`src/rtl/bsr_pkg.sv`:
```
// Shared types and the constant array content of the read responder.
// Assumes a 32-bit data bus built from four byte lanes.
package bsr_pkg;

    typedef enum logic [1:0] {
        ST_IDLE = 2'd0,
        ST_ADDR = 2'd1,
        ST_WAIT = 2'd2,
        ST_RESP = 2'd3
    } bsr_state_t;

    typedef enum logic [1:0] {
        SZ_LONG = 2'b00,
        SZ_BYTE = 2'b01,
        SZ_HALF = 2'b10,
        SZ_LINE = 2'b11
    } bsr_size_t;

    // Content of array word i: four byte fields derived from i.
    function automatic logic [31:0] init_word(input int idx);
        logic [7:0] b;
        b = idx[7:0];
        return {b, b ^ 8'hA5, (b * 8'd3) + 8'd1, ~b};
    endfunction

endpackage

```
`src/rtl/bsr_ctrl.sv`:
```
// Control for the read responder. It detects a start, checks the kill
// strobe one edge later, counts wait states and sends a one-cycle response.
// Assumes the master holds start_n high while it waits for an acknowledge.
module bsr_ctrl #(
    parameter int WAIT_W = 3
) (
    input  logic              clk,
    input  logic              rst_n,
    input  logic              start_n,
    input  logic              kill_n,
    input  logic              rd_wr,
    input  logic [WAIT_W-1:0] wait_cfg,
    output logic              cap_en,
    output logic              load,
    output logic              ie,
    output logic              ack_n
);
    import bsr_pkg::*;

    bsr_state_t        st_q, st_d;
    logic [WAIT_W-1:0] cnt_q, cnt_d;
    logic              rd_q;
    logic              ie_q, ack_n_q;

    // A start is taken only when idle or in the acknowledge cycle.
    assign cap_en = !start_n && (st_q == ST_IDLE || st_q == ST_RESP);

    // Next state and wait counter.
    always_comb begin
        st_d  = st_q;
        cnt_d = cnt_q;
        case (st_q)
            ST_IDLE, ST_RESP: begin
                if (cap_en) begin
                    st_d  = ST_ADDR;
                    cnt_d = wait_cfg;
                end else begin
                    st_d = ST_IDLE;
                end
            end
            ST_ADDR: begin
                if (!kill_n || !rd_q) begin
                    st_d = ST_IDLE;
                end else if (cnt_q == '0) begin
                    st_d = ST_RESP;
                end else begin
                    st_d  = ST_WAIT;
                    cnt_d = cnt_q - 1'b1;
                end
            end
            ST_WAIT: begin
                if (cnt_q == '0) begin
                    st_d = ST_RESP;
                end else begin
                    cnt_d = cnt_q - 1'b1;
                end
            end
            default: st_d = ST_IDLE;
        endcase
    end

    assign load = (st_d == ST_RESP) && (st_q != ST_RESP);

    // State, counter and captured direction registers.
    always_ff @(posedge clk) begin
        if (!rst_n) begin
            st_q  <= ST_IDLE;
            cnt_q <= '0;
            rd_q  <= 1'b0;
        end else begin
            st_q  <= st_d;
            cnt_q <= cnt_d;
            if (cap_en) rd_q <= rd_wr;
        end
    end

    // Response strobes, raised together for one cycle.
    always_ff @(posedge clk) begin
        if (!rst_n) begin
            ie_q    <= 1'b0;
            ack_n_q <= 1'b1;
        end else begin
            ie_q    <= load;
            ack_n_q <= !load;
        end
    end

    assign ie    = ie_q;
    assign ack_n = ack_n_q;


    ack_pulse_chk: assert property (@(posedge clk) disable iff (!rst_n)
        !ack_n_q |=> ack_n_q);


    kill_silent_chk: assert property (@(posedge clk) disable iff (!rst_n)
        (st_q == ST_ADDR && !kill_n) |=> ack_n_q);


    write_silent_chk: assert property (@(posedge clk) disable iff (!rst_n)
        (st_q == ST_ADDR && !rd_q) |=> (ack_n_q && !ie_q));


    wait_hold_chk: assert property (@(posedge clk) disable iff (!rst_n)
        (st_q == ST_WAIT && cnt_q != '0) |=> ack_n_q);

endmodule

```
`src/rtl/bsr_lane.sv`:
```
// Formats an array word for the requested transfer size. A byte or
// halfword is copied across every lane. Purely combinational.
module bsr_lane (
    input  logic [1:0]  size,
    input  logic [1:0]  lane,
    input  logic [31:0] word,
    output logic [31:0] data
);
    import bsr_pkg::*;

    logic [7:0]  byte_sel;
    logic [15:0] half_sel;

    // Select the addressed byte; lane 0 is the most significant.
    always_comb begin
        case (lane)
            2'd0:    byte_sel = word[31:24];
            2'd1:    byte_sel = word[23:16];
            2'd2:    byte_sel = word[15:8];
            default: byte_sel = word[7:0];
        endcase
    end

    // Select the addressed halfword.
    assign half_sel = lane[1] ? word[15:0] : word[31:16];

    // Copy the selection across the bus according to size.
    always_comb begin
        case (bsr_size_t'(size))
            SZ_BYTE: data = {4{byte_sel}};
            SZ_HALF: data = {2{half_sel}};
            default: data = word;
        endcase
    end

endmodule

```
`src/rtl/bsr_regfile.sv`:
```
// Constant word array plus the address and size capture registers.
// Assumes cap_en pulses on the edge that accepts a start.
module bsr_regfile #(
    parameter int ADDR_W = 6
) (
    input  logic              clk,
    input  logic              rst_n,
    input  logic              cap_en,
    input  logic [ADDR_W-1:0] addr,
    input  logic [1:0]        size,
    output logic [31:0]       fmt_data
);
    localparam int IDX_W = ADDR_W - 2;
    localparam int DEPTH = 1 << IDX_W;

    logic [31:0]      mem [DEPTH];
    logic [IDX_W-1:0] idx_q;
    logic [1:0]       lane_q;
    logic [1:0]       size_q;

    // One constant entry per word.
    for (genvar g = 0; g < DEPTH; g++) begin : g_word
        assign mem[g] = bsr_pkg::init_word(g);
    end

    // Capture the address and size that come with the start strobe.
    always_ff @(posedge clk) begin
        if (!rst_n) begin
            idx_q  <= '0;
            lane_q <= '0;
            size_q <= '0;
        end else if (cap_en) begin
            idx_q  <= addr[ADDR_W-1:2];
            lane_q <= addr[1:0];
            size_q <= size;
        end
    end

    bsr_lane u_lane (
        .size (size_q),
        .lane (lane_q),
        .word (mem[idx_q]),
        .data (fmt_data)
    );

endmodule

```
`src/rtl/bus_read_slave.sv`:
```
// Top of the read responder: control, array and the read data register.
// Assumes one master and no other slave on the read bus.
module bus_read_slave #(
    parameter int ADDR_W = 6,
    parameter int WAIT_W = 3
) (
    input  logic              clk,
    input  logic              rst_n,
    input  logic              start_n,
    input  logic              kill_n,
    input  logic              rd_wr,
    input  logic [1:0]        size,
    input  logic [ADDR_W-1:0] addr,
    input  logic [WAIT_W-1:0] wait_cfg,
    output logic [31:0]       rdata,
    output logic              ie,
    output logic              ack_n
);
    logic        cap_en;
    logic        load;
    logic [31:0] fmt_data;
    logic [31:0] rdata_q;

    bsr_ctrl #(.WAIT_W(WAIT_W)) u_ctrl (
        .clk      (clk),
        .rst_n    (rst_n),
        .start_n  (start_n),
        .kill_n   (kill_n),
        .rd_wr    (rd_wr),
        .wait_cfg (wait_cfg),
        .cap_en   (cap_en),
        .load     (load),
        .ie       (ie),
        .ack_n    (ack_n)
    );

    bsr_regfile #(.ADDR_W(ADDR_W)) u_regs (
        .clk      (clk),
        .rst_n    (rst_n),
        .cap_en   (cap_en),
        .addr     (addr),
        .size     (size),
        .fmt_data (fmt_data)
    );

    // Read data register, zero outside the response cycle.
    always_ff @(posedge clk) begin
        if (!rst_n) rdata_q <= '0;
        else        rdata_q <= load ? fmt_data : '0;
    end

    assign rdata = rdata_q;


    bus_quiet_chk: assert property (@(posedge clk) disable iff (!rst_n)
        !ie |-> (rdata == '0));


    ie_ack_pair_chk: assert property (@(posedge clk) disable iff (!rst_n)
        ie == !ack_n);

endmodule

```
`config.mk`:
```
export PLATFORM = sky130hd
export DESIGN_NAME = bus_read_slave
export DESIGN_NICKNAME = d
export VERILOG_FILES = /design/src/rtl/bsr_pkg.sv /design/src/rtl/bsr_ctrl.sv /design/src/rtl/bsr_lane.sv /design/src/rtl/bsr_regfile.sv /design/src/rtl/bus_read_slave.sv
export SDC_FILE = /design/constraint.sdc
export NUM_CORES = 1
export LEC_CHECK = 0
export BUFFER_PORTS_ARGS = -buffer_cell sky130_fd_sc_hd__buf_2
export CAP_MARGIN = 25
export CORE_ASPECT_RATIO = 1.2
export CORE_MARGIN = 1.5
export CORE_UTILIZATION = 48
export DETAILED_ROUTE_END_ITERATION = 7
export PLACE_DENSITY = 0.73
export SLEW_MARGIN = 20
export SYNTH_ARGS = -nofsm -noshare
export SYNTH_HDL_FRONTEND = slang
export SYNTH_SLANG_ARGS = --single-unit
```
`constraint.sdc`:
```
create_clock -name clk -period 2.8 [get_ports clk]
set_clock_uncertainty 0.15 [all_clocks]
set_input_delay 0.42 -clock clk [delete_from_list [all_inputs] [get_ports clk]]
set_output_delay 0.42 -clock clk [all_outputs]
set_load 0.01 [all_outputs]
```
## Word-level counts from Yosys, hierarchy flattened

Memory sizes are Yosys's and may differ from the RTL's.
Index checks and enable logic that the tools add are counted.

- Add/subtract/negate cells: 1
- Magnitude comparators: 1
- Equal/unequal tests: 11
- Multiplexer cells: 14
- Bitwise operators: 1
- Reduce and logical (&&, ||, !) cells: 14

Operators with widths:

| cell | count |
|---|---|
| 32-bit two-way mux | 2 |
| 32-bit one-hot mux with 2 select lines | 1 |
| 8-bit one-hot mux with 3 select lines | 1 |
| 16-bit two-way mux | 1 |
| 2-bit == test (second input constant) | 5 |
| 3-bit two-way mux | 3 |
| 3-bit one-hot mux with 3 select lines | 1 |
| 2-bit by 1-bit == test with 1-bit output (second input constant) | 3 |
| 2-bit != test (second input constant) | 3 |
| 2-bit one-hot mux with 3 select lines | 1 |
| 5-bit greater-or-equal comparator (second input constant) | 1 |
| 4-bit NOT with 5-bit output | 1 |
| 1-bit zero test | 4 |
| 2-bit zero test | 2 |
| 2-bit two-way mux | 2 |
| 2-bit AND reduction | 2 |
| 3-bit zero test | 1 |
| 3-bit by 1-bit subtractor with 3-bit output (second input constant) | 1 |
| 1-bit logical AND | 2 |
| 1-bit logical OR | 2 |
| 1-bit two-way mux | 2 |
| 2-bit OR reduction | 1 |

- Bits in registers: 48
- ROM bits: 512
- Input port bits: 16
- Output and inout bits: 34
- Logic and storage cells: 52
- Memories: 1

Memory list:

| name | depth | width | read ports | clocked after Yosys merged registers in | write ports | line | text |
|---|---|---|---|---|---|---|---|
| (name not given) | 16 | 32 | 1 | 0 | 0 | bsr_regfile.sv:42 | `.word (mem[idx_q]),` |

## Logic depth before layout (Yosys ltp)

- Depth after elaboration: 8
- Gate-level depth with buffers: 8
- Gate-level depth less buffers: 6

## Hierarchy

A second synthesis with hierarchy kept.

- Cells, all modules: 261
- Area total of the unflattened synthesis: 2573.7 µm²

Modules (own cells, without submodules):

| module | times used | cells an instance | area each (µm²) |
|---|---|---|---|
| bus_read_slave | 1 | 70 | 910.9 |
| bsr_lane | 1 | 90 | 721.9 |
| bsr_ctrl | 1 | 56 | 495.5 |
| bsr_regfile | 1 | 45 | 445.4 |

## Least setup slack after synthesis

Ideal clock, no wire load.

- Path type: reg-to-reg
- From: register u_ctrl.st_q[0]
- To: register rdata_q[22], in the netlist rdata[22]
- Library setup time: 73 ps
- Arrival: 1763 ps
- Required time: 2577 ps
- Setup slack: 813 ps
- Cell stages (with the launch flop): 9
- Path through: dfxtp_1 > inv_1 > ha_1 > nor3b_2 > nand4_1 > a211o_1 > buf_6 > buf_6 > nor3_2

- Longest elaborated chain between the ends: 8

RTL lines:

| what | line | text |
|---|---|---|
| start: declaration | bsr_ctrl.sv:20 | `bsr_state_t st_q, st_d;` |
| start signal: assignment | bsr_ctrl.sv:71 | `st_q <= st_d;` |
| 2-bit == test or 2-bit zero test (tied branches) | bsr_ctrl.sv:26, bsr_ctrl.sv:32 |  |
| 1-bit logical OR | bsr_ctrl.sv:26 | `assign cap_en = !start_n && (st_q == ST_IDLE \|\| st_q == ST_RESP);` |
| 1-bit logical AND | bsr_ctrl.sv:26 |  |
| 1-bit two-way mux | bsr_ctrl.sv:34 | `if (cap_en) begin` |
| 2-bit one-hot mux with 3 select lines | bsr_ctrl.sv:32 | `case (st_q)` |
| 2-bit == test | bsr_ctrl.sv:62 | `assign load = (st_d == ST_RESP) && (st_q != ST_RESP);` |
| 1-bit logical AND * | bsr_ctrl.sv:62 |  |
| 2-bit AND reduction (no source line) * | -- |  |
| end signal: assignment | bus_read_slave.sv:49 | `else rdata_q <= load ? fmt_data : '0;` |
| end: declaration | bus_read_slave.sv:22 | `logic [31:0] rdata_q;` |

Mark *: on every way between the ends. The rest lies on a longest branch, timed or not.
A chain may end at the register's enable or synchronous reset.

## Worst setup path in the final report

- From: register u_ctrl.st_q[0]
- To: register rdata_q[28], in the netlist rdata[28]

The elaborated chain is that of the path after synthesis.

==> run metrics <==
hold-critical path endpoint u_regs.idx_q[2]; NumNets Final 300; Post-CTS Setup Bufs 0; largest net degree at the start of global routing 28; clk root buf clkbuf_8; Avg WL per Cell 12.0 µm; Post-synth EDFFs 0; worst setup margin 0.374 ns; Antenna Nets Post-Route 0; max-cap violation count 0; Mapped Avg Cell Area between 8 and 9 µm²; minimum clock period after layout 2.43 ns; drt pass-1 iters 4; CTS Buffer Depth 2; r2r setup slk around 0.37 ns; fraction of registers with async set/reset 0%; Synth Instances 240; Clock Pin Slew Worst Setup and Hold Paths 0.07 ns; IO Pins 50; initial antenna violation count 0; VDD IR max ~340 µV; 1st-iter DRT viols 77; hold depth 3; Worst R2R End rdata[28]; site row count 25; total power between 1 and 1.5 mW; CP startpoint kind flop; clock latency on the worst-skew pair between 0.2 and 0.3 ns; register area share after synthesis ~41%; via count 1,685; setup slack at placement 0.233 ns; final setup fails 0; fin util roughly 57%; overall routed net length 3.91 mm; DRC violations left 0; clk sinks between 40 and 50; Die H about 74 µm; pwr dens a little under 500 nW/µm²; Synth cell types 42; CP Max Fanout 27; share of cells above drive strength 1 approximately a quarter; Seq. cell area roughly 820 µm²; CTS tree done; first-pass GRT wire length approximately 7 mm; GRT Util Overall between 10% and 20%; f_max between 400 and 500 MHz; Worst Min Path Start addr[4]; leakage about 1.0 nW; Die W around 62 µm; synthesis-to-finish area growth 12.7%; most area-consuming cells after synthesis dfxtp_1 41%, a21oi_1 7.7%, ha_1 7.4%; total CTS buffers 5; max-slew violations 0; Remaining Overflow, GRT 0; synthesized area roughly 2000 µm²; vias in the first global route roughly 1,600; outcome complete, no violations; share of the synthesized area in the top cell type roughly 41%; Port-buffer cells 49; Hold Path Class in -> reg; Antenna diodes 0; multi-input logic area 1010 µm²; worst r2r path cells 6; worst slew pin tran between 0.6 and 0.7 ns; RR Startpoint u_ctrl.st_q[0]; Final Hold Viols 0; Setup TNS 0 ns; Yosys reg bits 41; Core Area between 4000 and 5000 µm²; yosys warns 0; fillcell total between 300 and 400; crit path kind reg -> reg; slew margin rel. between 50% and 60%; Worst EP required 2.84 ns; die area around 4600 µm²; Top FF cell, synth dfxtp_1; RSZ-0062 raised after global routing false; period utilization between 80% and 90%; CP endpoint kind flop; Worst Path Arrival between 2 and 2.5 ns; DP Wirelength about 2.8 mm; syn nets approximately 270; htree depth 2; Starting Density around half; largest area contributor in the netlist dfxtp_1; vias per cell between 5 and 6; GP Congestion 0.849
-- state kept, by name, summed over array words and instances, names as in the netlist --
| signal | count |
|---|---|
| u_ctrl.ie | 1 |
| u_regs.lane_q | 2 |
| u_ctrl.rd_q | 1 |
| u_regs.size_q | 2 |
| u_ctrl.st_q | 2 |
| u_ctrl.cnt_q | 3 |
| u_regs.idx_q | 4 |
| rdata | 25 |
| u_ctrl.ack_n | 1 |
-- per-layer routing --
metal	up-vias	track usage, %	share of wire, %
met3	6	4.54	4.1
li1	874	-	-
met4	0	7.41	1.7
met2	32	36.0	51
met1	773	19.7	43
met5	-	0	0
-- synthesized netlist by cell type (4+ instances only) --
cell type and number:
ha_1 12, and2_1 4, nand2_1 31, a21oi_1 31, nand2b_1 4, o21ai_0 9
nor3_1 6, nor2b_1 7, inv_1 11, dfxtp_1 41, nor2_1 13, buf_4 7
clkbuf_1 12, a31oi_1 4
-- what timing repair did --
item / in CTS / in global routing
setup endpoints to repair: 0 / 3
resized for setup: 0 / 1
hold buffers: 0 / 0
-- where the power goes --
part | switching [mW] | internal (mW)
Combinational | 0.0836 | 0.0620
Clock | 0.188 | 0.177
Sequential | 0.0243 | 0.596
Total | 0.295 | 0.835
-- how the worst max path moves through the flow --
stage	startpoint	to	slack, ns
2_1_floorplan	u_ctrl.st_q[0]	rdata[22]	0.81
3_3_place_gp	u_ctrl.st_q[0]	rdata[28]	0.37
3_5_place_dp	u_ctrl.st_q[0]	rdata[28]	0.23
4_1_cts	u_ctrl.st_q[0]	rdata[28]	0.20
5_1_grt	u_ctrl.st_q[0]	rdata[12]	0.11
6_report	u_ctrl.st_q[0]	rdata[28]	0.37
-- logic make-up (layout without fill, tap and decap cells) --
group / Yosys count / count (layout) / share of synthesized area [%]
fa+ha+maj: 12 / 12 / 7.42
buf+inv: 37 / 70 / 9.40
simple gates: 79 / 79 / 19.2
xor+xnor: 1 / 1 / 0.433
mux: 5 / 5 / 2.60
compound gates: 65 / 65 / 20.4
flops: 41 / 41 / 40.6
-- metrics by stage --
step	instance area (µm²)	cells	hold WS, ns
after floorplan	2020	240	0.303
after global placement	2200	319	0.316
after detailed placement	2200	319	0.326
after CTS	2280	327	0.206
after global routing	2280	327	0.220
final	2280	327	0.207
-- placed cells by master (no fill, tap or decap), types with 2 or more instances in the layout --
cell type	count
o21ai_0	9
buf_2	49
nand2_1	31
ha_1	12
nor3_1	6
o2111ai_1	2
a31oi_1	4
o21a_1	3
nor2b_1	7
clkbuf_1	3
nand3_1	3
inv_1	11
o211ai_1	3
mux2_2	2
clkbuf_8	5
and2_1	4
dfxtp_1	41
a21oi_1	31
a21o_1	3
or3_1	3
nand2b_1	4
a2111oi_2	2
nor3b_1	2
mux2i_1	3
nor2_1	13
-- cell type report --
cell class,count,area share (%)
clock buffer,8,3.51
inverter,12,1.98
multi-input combinational,162,44.5
sequential,41,36.0
tap,54,2.96
timing repair buffer,50,11.1
-- critical path, stage by stage (launching register included) --
cell       delay, ns
dfxtp_1         0.38
inv_1           0.08
ha_1            0.47
nor3b_2         0.28
nand4_1         0.15
a211o_2         0.55
a2111oi_2       0.26
No activity file was read; power rests on OpenSTA's default activity.
